$ cat src/rtl/modem_status_pkg.sv
package modem_status_pkg;
  localparam int LINES     = 4;
  localparam int REG_W     = 2 * LINES;
  localparam int CTRL_W    = 5;
  localparam int RI_LINE   = 2;
  localparam int LOOP_BIT  = 4;

  typedef struct packed {
    logic             doUpdate;
    logic             clearFlags;
    logic [LINES-1:0] sample;
  } statusCmd_t;
endpackage

$ cat src/rtl/status_ctrl.sv
module status_ctrl
  import modem_status_pkg::*;
(
  input  logic              clk,
  input  logic              rstN,
  input  logic [LINES-1:0]  lineSample,
  input  logic              sampleStrobe,
  input  logic              ctrlWrite,
  input  logic [CTRL_W-1:0] ctrlValue,
  input  logic              readClear,
  output statusCmd_t        cmd,
  output logic              loopMode
);
  logic [CTRL_W-1:0] ctrlReg;
  logic [LINES-1:0]  loopSample;

  always_ff @(posedge clk) begin
    if (!rstN) ctrlReg <= '0;
    else if (ctrlWrite) ctrlReg <= ctrlValue;
  end

  assign loopMode = ctrlReg[LOOP_BIT];

  // loopback wiring from the newly written control value
  assign loopSample[0] = ctrlValue[1]; // CTS <- RTS
  assign loopSample[1] = ctrlValue[0]; // DSR <- DTR
  assign loopSample[2] = ctrlValue[2]; // RI  <- OUT1
  assign loopSample[3] = ctrlValue[3]; // DCD <- OUT2

  always_comb begin
    cmd.clearFlags = readClear;
    cmd.doUpdate   = 1'b0;
    cmd.sample     = lineSample;
    if (ctrlWrite) begin
      cmd.doUpdate = 1'b1;
      cmd.sample   = ctrlValue[LOOP_BIT] ? loopSample : lineSample;
    end else if (sampleStrobe && !loopMode) begin
      cmd.doUpdate = 1'b1;
    end
  end
endmodule

$ cat src/rtl/status_datapath.sv
module status_datapath
  import modem_status_pkg::*;
(
  input  logic             clk,
  input  logic             rstN,
  input  statusCmd_t       cmd,
  output logic [REG_W-1:0] regValue
);
  logic [LINES-1:0] levels;
  logic [LINES-1:0] flags;
  logic [LINES-1:0] newFlags;

  for (genvar i = 0; i < LINES; i++) begin : g_line
    if (i == RI_LINE) begin : g_trail
      assign newFlags[i] = cmd.doUpdate & levels[i] & ~cmd.sample[i];
    end else begin : g_any
      assign newFlags[i] = cmd.doUpdate & (levels[i] ^ cmd.sample[i]);
    end
  end

  always_ff @(posedge clk) begin
    if (!rstN) begin
      levels <= '0;
      flags  <= '0;
    end else begin
      flags <= (cmd.clearFlags ? '0 : flags) | newFlags;
      if (cmd.doUpdate) levels <= cmd.sample;
    end
  end

  assign regValue = {levels, flags};
endmodule

$ cat src/rtl/modem_status_tracker.sv
module modem_status_tracker
  import modem_status_pkg::*;
(
  input  logic              clk,
  input  logic              rstN,
  input  logic [LINES-1:0]  lineSample,
  input  logic              sampleStrobe,
  input  logic              ctrlWrite,
  input  logic [CTRL_W-1:0] ctrlValue,
  input  logic              readClear,
  input  logic              irqEnable,
  output logic [REG_W-1:0]  msrValue,
  output logic              irq
);
  statusCmd_t cmd;
  logic       loopMode;

  status_ctrl u_ctrl (
    .clk(clk), .rstN(rstN), .lineSample(lineSample),
    .sampleStrobe(sampleStrobe), .ctrlWrite(ctrlWrite),
    .ctrlValue(ctrlValue), .readClear(readClear),
    .cmd(cmd), .loopMode(loopMode)
  );

  status_datapath u_dp (
    .clk(clk), .rstN(rstN), .cmd(cmd), .regValue(msrValue)
  );

  assign irq = irqEnable & (|msrValue[LINES-1:0]);
endmodule

$ cat config.mk
export PLATFORM = sky130hd
export DESIGN_NAME = modem_status_tracker
export DESIGN_NICKNAME = d
export VERILOG_FILES = /design/src/rtl/modem_status_pkg.sv /design/src/rtl/status_ctrl.sv /design/src/rtl/status_datapath.sv /design/src/rtl/modem_status_tracker.sv
export SDC_FILE = /design/constraint.sdc
export NUM_CORES = 1
export LEC_CHECK = 0
export BUFFER_PORTS_ARGS = -buffer_cell sky130_fd_sc_hd__buf_2
export CORE_AREA = 2 2 39 41
export CTS_BUF_LIST = sky130_fd_sc_hd__clkbuf_2
export DETAILED_ROUTE_END_ITERATION = 8
export DIE_AREA = 0 0 41 43
export PLACE_DENSITY = 0.68
export SYNTH_ARGS = -nofsm -noshare
export SYNTH_HDL_FRONTEND = slang
export SYNTH_SLANG_ARGS = --single-unit
$ cat constraint.sdc
create_clock -name clk -period 1.2 [get_ports clk]
set_input_delay 0.24 -clock clk [delete_from_list [all_inputs] [get_ports clk]]
set_output_delay 0.24 -clock clk [all_outputs]
set_load 0.05 [all_outputs]
# ---- Word level (Yosys, flattened, before mapping)
# Index checks and enable logic that the tools add are counted.
dict set report classes {
  muxes 5
  n_mul 0
  reduce_logical 3
  eq_ne 0
  shifts 0
  add_sub_neg 0
  div 0
  bitwise 11
  order_cmp 0
}
# op n
set op_table {}
lappend op_table {{4-bit 2-to-1 mux} 3}
lappend op_table {{1-bit AND} 6}
lappend op_table {{4-bit OR} 1}
lappend op_table {{4-bit OR reduction} 1}
lappend op_table {{1-bit bitwise XOR} 3}
lappend op_table {{1-bit 2-to-1 mux} 2}
lappend op_table {{1-bit logical AND} 1}
lappend op_table {{1-bit zero test} 1}
lappend op_table {{1-bit NOT} 1}
dict set report word_totals {
  latch_bits 0
  mem_bits_rw 0
  input_bits 15
  romBits 0
  register_bits 13
  mem_count 0
}

# ---- Depth between registers and ports, before layout
# Gate-level depths: netlist (run 1).
dict set report logic_depth {
  ltp_word 7
  mapped_depth 4
  ltp_nobuf 3
}

# ---- By module
# Synthesis (run 1) repeated with hierarchy kept, for this count alone.
dict set report hier_totals {
  cells_unflattened 42
  area_unflattened_um2 452.9
}
# module cells_each n_inst area_each_um2 seq_area_each_um2
set modules_own_cells {}
lappend modules_own_cells {status_datapath 30 1 321.6 160.2}
lappend modules_own_cells {status_ctrl 11 1 120.1 20.0}
lappend modules_own_cells {modem_status_tracker 1 1 11.3 0.0}

# ---- Worst setup path before layout (run 1)
# Ideal clock, no wire load.
dict set report synth_timing {
  kind {register to output}
  startpoint {register u_dp.flags[0]}
  endpoint {output irq}
  t_required_ps 960
  path_buffers 0
  path_slack_ps -235
  path_stages_with_launch 2
  arrival_time_ps 1195
  cell_sequence {dfxtp_1 > o41a_1}
}
dict set report synth_between {
  elab_chain_cells 2
}
# item line_no
set synth_lines {}
lappend synth_lines {{from (decl)} status_datapath.sv:10} ;# logic [LINES-1:0] flags;
lappend synth_lines {{from (signal assigned)} status_datapath.sv:26} ;# flags <= (cmd.clearFlags ? '0 : flags) | newFlags;
lappend synth_lines {{4-bit OR reduction} modem_status_tracker.sv:29} ;# assign irq = irqEnable & (|msrValue[LINES-1:0]);
lappend synth_lines {{1-bit AND} modem_status_tracker.sv:29}
lappend synth_lines {{to (decl)} modem_status_tracker.sv:13} ;# output logic irq
# Every way passes these cells.

# ---- Worst setup path in the final report (run 1)
dict set report layout_timing {
  startpoint {register u_dp.flags[2]}
  endpoint {output irq}
}
# The elaborated chain is that of the path after synthesis.

==> out/metrics.yaml, run 1 <==
outcome:
  status: "finished with violations"
  violations: "setup timing"
die:
  die_x_um: 41
  die_y_um: 43
  io_pins: 24
  fp-row-count: 14
  start_util_pct: 39.6
  core_um2: 1380
  die_area_um2: 1760
setup_path:
  crit_path_max_fanout: 2
  reg2regPathDepth: 4
  cp.arrival_ps: 1210
  endpoint_kind: "primary output"
  rr_startpoint: "u_ctrl.ctrlReg[4]"
  regToRegSetupSlack_ps: 120
  r2r_end: "u_dp.flags[3]"
  worstSetupStartpointType: "register"
  worstSetupPathType: "reg -> out"
  cp_data_required_time_ps: 960
flow_run:
  cap_violations: 0
synth:
  ys_ff_latch: 9
  avgSynthCellArea_um2: 9.61
  synth-compound-area-share_pct: 32.9
  synth.area.mux_share_pct: 3.65
  syn_nets: 72
  synth_top_family_by_area: "compound AO/OA/AOI/OAI gates"
  synthAdderAreaFrac_pct: 0
  synth.distinct_cells: 31
  yosys_warnings: 0
  ys_seq_area_share_pct: 32.9
  syn_area_um2: 548
  synth-simple-area-share_pct: 24.2
  yosys.area_share.xor_xnor_pct: 0
  synthCells: 57
timing:
  min_period_ps: 1450
  relSlewSlack_pct: 78.0
  rsz0062_at_grt: "true"
  slew_violations: 0
  max_freq_mhz: 690
  min_period_over_period_pct: 121
  fin_worst_skew_ps: 3.72
  finalHoldViolations: 0
  setup_viol: 1
  tightest_slew_ps: 329
  setup_ws_ps: -249
drt:
  wl_per_cell_um: 12.3
  drt_wl_total_um: 1280
  firstDrtPassIters: 3
  vias: 563
  drt_iter0_drc: 17
  viasPerCell: 5.41
  ant_nets: 0
  drc_errors: 0
clock_network:
  clock_sinks: 9
  clock-root-buffer: "clkbuf_2"
  tritoncts: "done"
  cts_hold_buf: 0
  clockBufferDepth: 2
  clkTransAtPathRegs_ps: 80
  numCtsBuffers: 3
  cts_max_level: 1
  post_cts_buffers: 0
  insertion_delay_ps: 240
power_and_ir_drop:
  p_per_area_nw_per_um2: 1120
  power_leakage_nw: 0.351
  power_mw: 0.847
  ir_worst_vdd_mv: 0.614
layout:
  final_cells: 104
  final_area_um2: 759
  fin_nets: 104
  drive_above_1_share_pct: 54.5
  syn2layout_area_growth_pct: 38.6
  post-route-util_pct: 54.9
  antennaDiodeCount: 0
place:
  place_congestion: 0.750
  place_inst: 100
  io_buffers: 23
  dpl.hpwl_um: 1020
  place_area_um2: 724
min_path:
  hold_path_depth: 3
  hold_end: "u_dp.flags[2]"
  min_path_type: "in -> reg"
  min_from: "readClear"
global_route:
  first_global_vias: 525
  antenna_found_initial: 0
  grt_overflow: 0
  grt_pass1_wl_um: 2180
  grt_max_degree: 12
  grt.total_usage_pct: 18.1
==> critical path, stage by stage (launching register included) <==
cell and delay [ps]:
dfxtp_2 330, o41a_4 480, buf_8 160
==> where the power goes <==
group	leakage [nW]	total (mW)	internal (mW)	switching, mW
sequential	0.0762	0.349	0.328	0.0209
combinational	0.258	0.312	0.122	0.190
clock	0.0166	0.186	0.0886	0.0972
total	0.351	0.847	0.539	0.308
==> flip-flops by register name, indices dropped and copies added, names as in the netlist <==
signal	flops
u_dp.flags	4
u_dp.levels	4
u_ctrl.ctrlReg	1
==> what timing repair did <==
action                                  in CTS  in global routing
pin swaps                                    0                  1
resized for setup                            2                  3
endpoints found under the setup margin       1                  3
==> kinds of logic (layout without fill, tap and decap cells) <==
group / after synthesis / count (layout)
mux: 2 / 2
simple gates: 21 / 21
compound gates: 20 / 20
buf+inv: 5 / 36
flops: 9 / 9
==> layout by cell type, fill, tap and decap left out, types with 2 or more instances in the layout <==
| cell | count |
|---|---|
| dfxtp_2 | 5 |
| mux2i_1 | 2 |
| dfxtp_1 | 4 |
| nor2_1 | 2 |
| nand3_1 | 2 |
| a311oi_1 | 2 |
| buf_4 | 7 |
| nor3b_1 | 2 |
| a221oi_2 | 2 |
| buf_2 | 20 |
| inv_1 | 2 |
| nand2b_1 | 2 |
| a21bo_2 | 2 |
| nor2b_1 | 2 |
| nand2_1 | 4 |
| nor3_1 | 2 |
| clkbuf_4 | 2 |
| a21oi_1 | 3 |
| nand3b_1 | 2 |
| clkbuf_2 | 4 |
==> cells in the mapped netlist <==
cell      instances  share of area (%)
a311oi_1          2                3.2
nand3_4           1                3.2
nor2b_1           2                2.3
o21ai_0           1               0.91
a21oi_1           3                2.7
o41a_1            1                2.1
nand3_1           2                1.8
a311o_1           1                1.8
o311ai_1          1                1.6
o22ai_1           1                1.1
or2b_4            1                2.1
a22oi_1           1                1.4
nor3_1            2                1.8
a311o_2           1                2.1
a221oi_2          2                5.5
mux2i_1           2                3.7
nor2_1            2                1.4
a21boi_2          1                2.1
and3_1            1                1.1
a21bo_2           2                3.7
o211ai_1          1                1.4
nand2b_1          2                2.3
o211a_1           1                1.8
buf_6             2                4.1
nand3b_1          2                2.7
nor3b_1           2                2.7
inv_1             2                1.4
o221ai_1          1                1.6
nand2_1           4                2.7
buf_2             1               0.91
dfxtp_1           9                 33
==> final cells by class <==
cell class | instances | area, um^2
well taps | 16 | 20.0
fillers | 128 | 624
multi-input cells | 43 | 343
flip-flops and latches | 9 | 186
clock buffers | 4 | 20.0
inverters | 2 | 7.51
repair buffers | 30 | 183
==> routing by layer <==
metal,vias up,global-route usage [%],routed length [um]
li1,283,-,-
met1,266,24.2,578
met2,12,26.3,619
met3,2,9.42,70
met4,0,2.00,8
met5,-,0,0
==> worst max path at each step <==
stage               slack [ps]  cells after the start  endpoint           from
global route              -290                      2       irq  u_dp.flags[2]
finish                    -250                      2       irq  u_dp.flags[2]
floorplan                  -40                      1       irq  u_dp.flags[3]
CTS                       -260                      2       irq  u_dp.flags[3]
detailed placement         -30                      2       irq  u_dp.flags[3]
global placement           -10                      2       irq  u_dp.flags[3]
==> through the flow <==
stage          hold WS (ps)  setup slack, ps  setup TNS (ps)
2_1_floorplan           420            -39.9           -39.9
3_3_place_gp            453            -14.0           -14.0
4_1_cts                 306             -259            -259
5_1_grt                 319             -288            -288
3_5_place_dp            459            -26.4           -26.4
6_report                313             -249            -249
No activity file was read; power rests on OpenSTA's default activity.
==> run 2, diff against run 1 <==
--- a/config.mk
+++ b/config.mk
@@ -5,12 +5,14 @@
 export SDC_FILE = /design/constraint.sdc
 export NUM_CORES = 1
 export LEC_CHECK = 0
+export ABC_AREA = 1
 export BUFFER_PORTS_ARGS = -buffer_cell sky130_fd_sc_hd__buf_2
+export CAP_MARGIN = 20
 export CORE_AREA = 2 2 39 41
 export CTS_BUF_LIST = sky130_fd_sc_hd__clkbuf_2
 export DETAILED_ROUTE_END_ITERATION = 8
 export DIE_AREA = 0 0 41 43
-export PLACE_DENSITY = 0.68
+export PLACE_DENSITY = 0.67
 export SYNTH_ARGS = -nofsm -noshare
 export SYNTH_HDL_FRONTEND = slang
 export SYNTH_SLANG_ARGS = --single-unit
==> out/metrics.yaml, run 2 <==
place:
  place_inst: 113  # +13%
  dpl.hpwl_um: 905  # -11%
  place_congestion: 0.729  # -2.8%
  place_ws_ps: 1.89  # +28.3 ps
  io_buffers: 23  # unchanged
die:
  start_util_pct: 38.7  # -0.90 points
  io_pins: 24  # unchanged
  die_x_um: 41  # unchanged
  core_um2: 1380  # unchanged
  fp-row-count: 14  # unchanged
  die_area_um2: 1760  # unchanged
  die_y_um: 43  # unchanged
timing:
  setup_ws_ps: -127  # +123 ps
  relSlewSlack_pct: 81.3  # +3.3 points
  finalHoldViolations: 0  # unchanged
  min_period_over_period_pct: 111  # -10 points
  fin_worst_skew_ps: 3.56  # -0.164 ps
  max_freq_mhz: 754  # +9.3%
  tightest_slew_ps: 279  # -49.7 ps
  setup_viol: 1  # unchanged
  min_period_ps: 1330  # -123 ps
  slew_violations: 0  # unchanged
  rsz0062_at_grt: "true"
  hold_ws_ps: 275  # -37.4 ps
setup_path:
  path_buf_inv: 1  # unchanged
  cp.arrival_ps: 1090  # -120 ps
  crit_chain: "nor4_4 -> nor2_2 -> buf_6"
  path_delay_family: "flip-flops"
  reg2regPathDepth: 4  # unchanged
  crit_start: "u_dp.flags[0]"
  endpoint_kind: "primary output"
  cp_slowest_cell: "dfxtp_4"
  r2r_end: "u_dp.levels[3]"
  regToRegSetupSlack_ps: 200  # +80 ps
  rr_startpoint: "u_ctrl.ctrlReg[4]"
  worstSetupStartpointType: "register"
  cp_data_required_time_ps: 960  # about the same
  cp.depth: 3  # +1
  worstSetupPathType: "reg -> out"
  crit_path_end: "irq"
  critical_path.max_stage_delay_ps: 360  # -120 ps
  crit_path_max_fanout: 3  # +1
global_route:
  first_global_vias: 482  # -8.2%
  grt.total_usage_pct: 15.4  # -2.7 points
  grt_pass1_wl_um: 1890  # -13%
  antenna_found_initial: 0  # unchanged
  grt_max_degree: 11  # -1
  grt_overflow: 0  # unchanged
power_and_ir_drop:
  power_leakage_nw: 0.368  # +5.0%
  ir_worst_vdd_mv: 0.567  # -7.7%
  p_per_area_nw_per_um2: 1170  # +4.9%
  power_mw: 0.830  # -2.1%
layout:
  antennaDiodeCount: 0  # unchanged
  layout_commonest_cell: "buf_2"
  register_area_um2: 195  # +4.7%
  mostFrequentLayoutCells: "buf_2, nand3_1, inv_1, nand2_1, a21oi_1"
  final_cells: 117  # +13%
  multi_input_area_um2: 290  # -15%
  drive_above_1_share_pct: 42.6  # -12 points
  fin_nets: 117  # +13%
  fill_cells: 153  # +20%
  syn2layout_area_growth_pct: 32.5
  largestRegisters: "u_dp.flags x4, u_dp.levels x4, u_ctrl.ctrlReg x1"
flow_run:
  cap_violations: 0  # unchanged
drt:
  wl_per_cell_um: 10.0  # -18%
  drc_errors: 0  # unchanged
  drt_wl_total_um: 1170  # -8.3%
  firstDrtPassIters: 4  # +1
  drt_iter0_drc: 4  # -13
  viasPerCell: 4.75  # -12%
  ant_nets: 0  # unchanged
  vias: 556  # -1.2%
clock_network:
  tritoncts: "done"
  insertion_delay_ps: 250  # about the same
  numCtsBuffers: 3  # unchanged
  cts_hold_buf: 0  # unchanged
  clockBufferDepth: 2  # unchanged
  post_cts_buffers: 0  # unchanged
  clock-root-buffer: "clkbuf_2"
  clkTransAtPathRegs_ps: 90  # about the same
  cts_max_level: 1  # unchanged
  clock_sinks: 9  # unchanged
synth:
  avgSynthCellArea_um2: 7.05  # -27%
  synth_edf_count: 0  # unchanged
  ys_seq_area_share_pct: 33.6  # +0.77 points
  synth_area_leader_cell: "dfxtp_1"
  async_reset_ff_share_pct: 0  # unchanged
  synth_ff_type: "dfxtp_1"
  syn_nets: 91  # +26%
  ys_top_cells_by_area: "dfxtp_1, nand3_1, inv_1"
  synthCells: 76  # +33%
  synth.distinct_cells: 16  # -48%
  synth.most_common_cell: "nand3_1"
  syn_area_um2: 536  # -2.3%
  synthTopCellsByCount: "nand3_1, inv_1, dfxtp_1, nand2_1, a21oi_1"
  yosys_warnings: 0  # unchanged
  ys_ff_latch: 9  # unchanged
  synth.top_cell.area_share_pct: 33.6  # +0.77 points
outcome:
  violations: "setup timing"
  status: "finished with violations"
min_path:
  min_path_type: "in -> reg"
-- run 2: kinds of logic after synthesis --
group | count (synthesis) | share of synthesized area [%]
AND/OR/NAND/NOR | 34 | 33.4
buffers and inverters | 18 | 15.4
AO/OA/AOI/OAI | 15 | 17.5
flip-flops | 9 | 33.6
-- run 2: where the power goes --
| part | switching (mW) | internal [mW] |
|---|---|---|
| registers | 0.0262 | 0.324 |
| clock network | 0.108 | 0.0885 |
| logic | 0.190 | 0.0925 |
-- run 2: worst min-delay path by stage --
stage / slack [ps] / start / end / cells after the start
floorplan: 380 / rstN / u_dp.levels[2] / 2
global placement: 460 / u_dp.levels[2] / u_dp.flags[2] / 2
detailed placement: 480 / u_dp.levels[2] / u_dp.flags[2] / 2
CTS: 270 / ctrlValue[2] / u_dp.flags[2] / 4
global route: 270 / rstN / u_dp.levels[0] / 3
finish: 280 / ctrlValue[2] / u_dp.flags[2] / 4
-- run 2: what timing repair did --
item                       CTS  global route
pin swaps                    2             1
setup endpoints to repair    1             2
gates resized for setup      4             1
-- run 2: tightest hold or removal path, delay by kind of cell --
kind | cells | cell delay, ps
compound gates | 2 | 100
buf+inv | 1 | 80
simple gates | 1 | 60
-- run 2: through the flow --
stage / cell area, um^2 / utilization [%] / setup TNS [ps]
after global placement: 666 / 48.1 / 0
final: 709 / 51.3 / -127
after CTS: 707 / 51.1 / -133
after global routing: 709 / 51.3 / -189
after detailed placement: 666 / 48.1 / 0
after floorplan: 553 / - / 0
-- run 2: metal layers --
metal / GRT usage (%) / routed length [um]
met5: 0 / 0
met4: 8.00 / 0
met3: 3.14 / 48
met2: 23.4 / 576
met1: 19.5 / 546
-- run 2: cell type report --
class                   instances  share of cell area, %
multi-input cells              49                   40.9
flip-flops and latches          9                   27.5
repair buffers                 23                   17.5
inverters                      16                   8.47
clock buffers                   4                   2.82
well taps                      16                   2.82
==> run 3, diff against run 2 <==
--- a/config.mk
+++ b/config.mk
@@ -12,7 +12,9 @@
 export CTS_BUF_LIST = sky130_fd_sc_hd__clkbuf_2
 export DETAILED_ROUTE_END_ITERATION = 8
 export DIE_AREA = 0 0 41 43
-export PLACE_DENSITY = 0.67
+export PLACE_DENSITY_LB_ADDON = 0.08
+export SETUP_SLACK_MARGIN = 0.05
 export SYNTH_ARGS = -nofsm -noshare
 export SYNTH_HDL_FRONTEND = slang
 export SYNTH_SLANG_ARGS = --single-unit
+export TNS_END_PERCENT = 30
==> out/metrics.yaml, run 3 (synthesized netlist as in run 2, its figures left out) <==
drt:
  drt_wl_total_um: 1160  # -1.2%
  viasPerCell: 4.81  # +1.1%
  wl_per_cell_um: 9.72  # -2.9%
  drt_iter0_drc: 11  # +7
  ant_nets: 0  # unchanged
  firstDrtPassIters: 4  # unchanged
  vias: 572  # +2.9%
  drc_errors: 0  # unchanged
min_path:
  hold_path_depth: 4  # unchanged
  min_path_type: "in -> reg"
  min_from: "ctrlValue[2]"
  hold_end: "u_dp.flags[2]"
place:
  dpl.hpwl_um: 901  # -0.48%
  place_congestion: 0.734  # +0.60%
  io_buffers: 23  # unchanged
  place_inst: 113  # unchanged
setup_path:
  crit_path_max_fanout: 2  # -1
  worstSetupPathType: "reg -> out"
  path_buf_inv: 1  # unchanged
  worstSetupStartpointType: "register"
  regToRegSetupSlack_ps: 230  # +30 ps
  reg2regPathDepth: 4  # unchanged
  cp.arrival_ps: 1110  # +20 ps
  cp_slowest_cell: "dfxtp_4"
  cp_data_required_time_ps: 960  # about the same
  rr_startpoint: "u_ctrl.ctrlReg[4]"
  path_delay_family: "flip-flops"
  r2r_end: "u_dp.levels[0]"
  crit_chain: "nor4_4 -> nor2_4 -> buf_6"
  endpoint_kind: "primary output"
  critical_path.max_stage_delay_ps: 360  # about the same
timing:
  setup_viol: 1  # unchanged
  relSlewSlack_pct: 81.4  # about the same
  fin_worst_skew_ps: 4.43  # +0.872 ps
  setup_ws_ps: -148  # -21.4 ps
  tightest_slew_ps: 278  # -1.02 ps
  finalHoldViolations: 0  # unchanged
  rsz0062_at_grt: "true"
  min_period_over_period_pct: 112  # +1.8 points
  max_freq_mhz: 742  # -1.6%
  min_period_ps: 1350  # +21.4 ps
  slew_violations: 0  # unchanged
clock_network:
  clock_sinks: 9  # unchanged
  cts_max_level: 1  # unchanged
  clock-root-buffer: "clkbuf_2"
  tritoncts: "done"
  cts_hold_buf: 0  # unchanged
  insertion_delay_ps: 240  # about the same
  clockBufferDepth: 2  # unchanged
  numCtsBuffers: 3  # unchanged
  clkTransAtPathRegs_ps: 90  # about the same
layout:
  drive_above_1_share_pct: 43.7  # +1.1 points
  fill_cells: 136  # -11%
  layout_commonest_cell: "buf_2"
  syn2layout_area_growth_pct: 41.4
  antennaDiodeCount: 0  # unchanged
  largestRegisters: "u_dp.flags x4, u_dp.levels x4, u_ctrl.ctrlReg x1"
  final_cells: 119  # +1.7%
  fin_nets: 119  # +1.7%
  mostFrequentLayoutCells: "buf_2, nand3_1, inv_1, nand2_1, a21oi_1"
power_and_ir_drop:
  power_mw: 0.854  # +3.0%
  ir_worst_vdd_mv: 0.857  # +51%
  p_per_area_nw_per_um2: 1130  # -3.5%
  power_leakage_nw: 0.384  # +4.4%
global_route:
  first_global_vias: 480  # -0.41%
  grt_max_degree: 11  # unchanged
  grt.total_usage_pct: 15.4  # +0.016 points
  antenna_found_initial: 0  # unchanged
  grt_overflow: 0  # unchanged
  grt_pass1_wl_um: 1860  # -1.8%
die:
  core_um2: 1380  # unchanged
  die_x_um: 41  # unchanged
  fp-row-count: 14  # unchanged
  die_area_um2: 1760  # unchanged
  start_util_pct: 38.7  # unchanged
  io_pins: 24  # unchanged
  die_y_um: 43  # unchanged
outcome:
  status: "finished with violations"
  violations: "setup timing"
flow_run:
  cap_violations: 0  # unchanged
run 3: changes by cell type in the layout (fill, tap and decap cells not counted), sizes merged:
cell,delta
clkbuf,+2
run 3: per-layer routing:
metal	vias to the layer above	part of all wire, %	track usage, %
li1	301	-	-
met1	258	45	19.9
met2	13	48	23.1
met3	0	6.5	7.85
met4	0	0	2.00
met5	-	0	0
run 3: timing repair:
item,in CTS,in global routing
buffers inserted,1,1
setup endpoints to repair,2,6
gates resized for setup,6,8
pin swaps,2,1
run 3: worst max-delay path by stage:
stage	slack [ps]	startpoint	endpoint	cells past startpoint
floorplan	60	u_dp.flags[0]	irq	2
global placement	20	u_dp.flags[0]	irq	3
detailed placement	6	u_dp.flags[0]	irq	3
CTS	-160	u_dp.flags[3]	irq	3
global route	-200	u_dp.flags[0]	irq	3
finish	-150	u_dp.flags[0]	irq	3
run 3: final cells by class:
class                      count  area, um^2  area share, %
tap                           16        20.0           2.64
multi-input combinational     49         295           39.0
inverter                      16        60.1           7.93
clock buffer                   4        20.0           2.64
sequential                     9         195           25.8
timing repair buffer          25         166           22.0
run 3: worst min-delay path, cell delays in order:
cell and delay (ps):
buf_2 90, o21ai_2 60, nand3_2 60, a21oi_2 40
run 3: stage by stage:
step           instance area (um^2)  worst slack [ps]  util [%]  TNS [ps]  hold slack, ps
6_report                        757              -148      54.7      -148             274
3_3_place_gp                    677              16.6      48.9         0             467
3_5_place_dp                    677              5.73      48.9         0             470
4_1_cts                         728              -156      52.6      -156             270
5_1_grt                         757              -201      54.7      -201             270
2_1_floorplan                   564              61.6         -         0             378
run 3: power breakdown:
| group | internal (mW) | switching, mW |
|---|---|---|
| registers | 0.324 | 0.0250 |
| logic | 0.119 | 0.198 |
| clock network | 0.0886 | 0.101 |
| total | 0.531 | 0.323 |
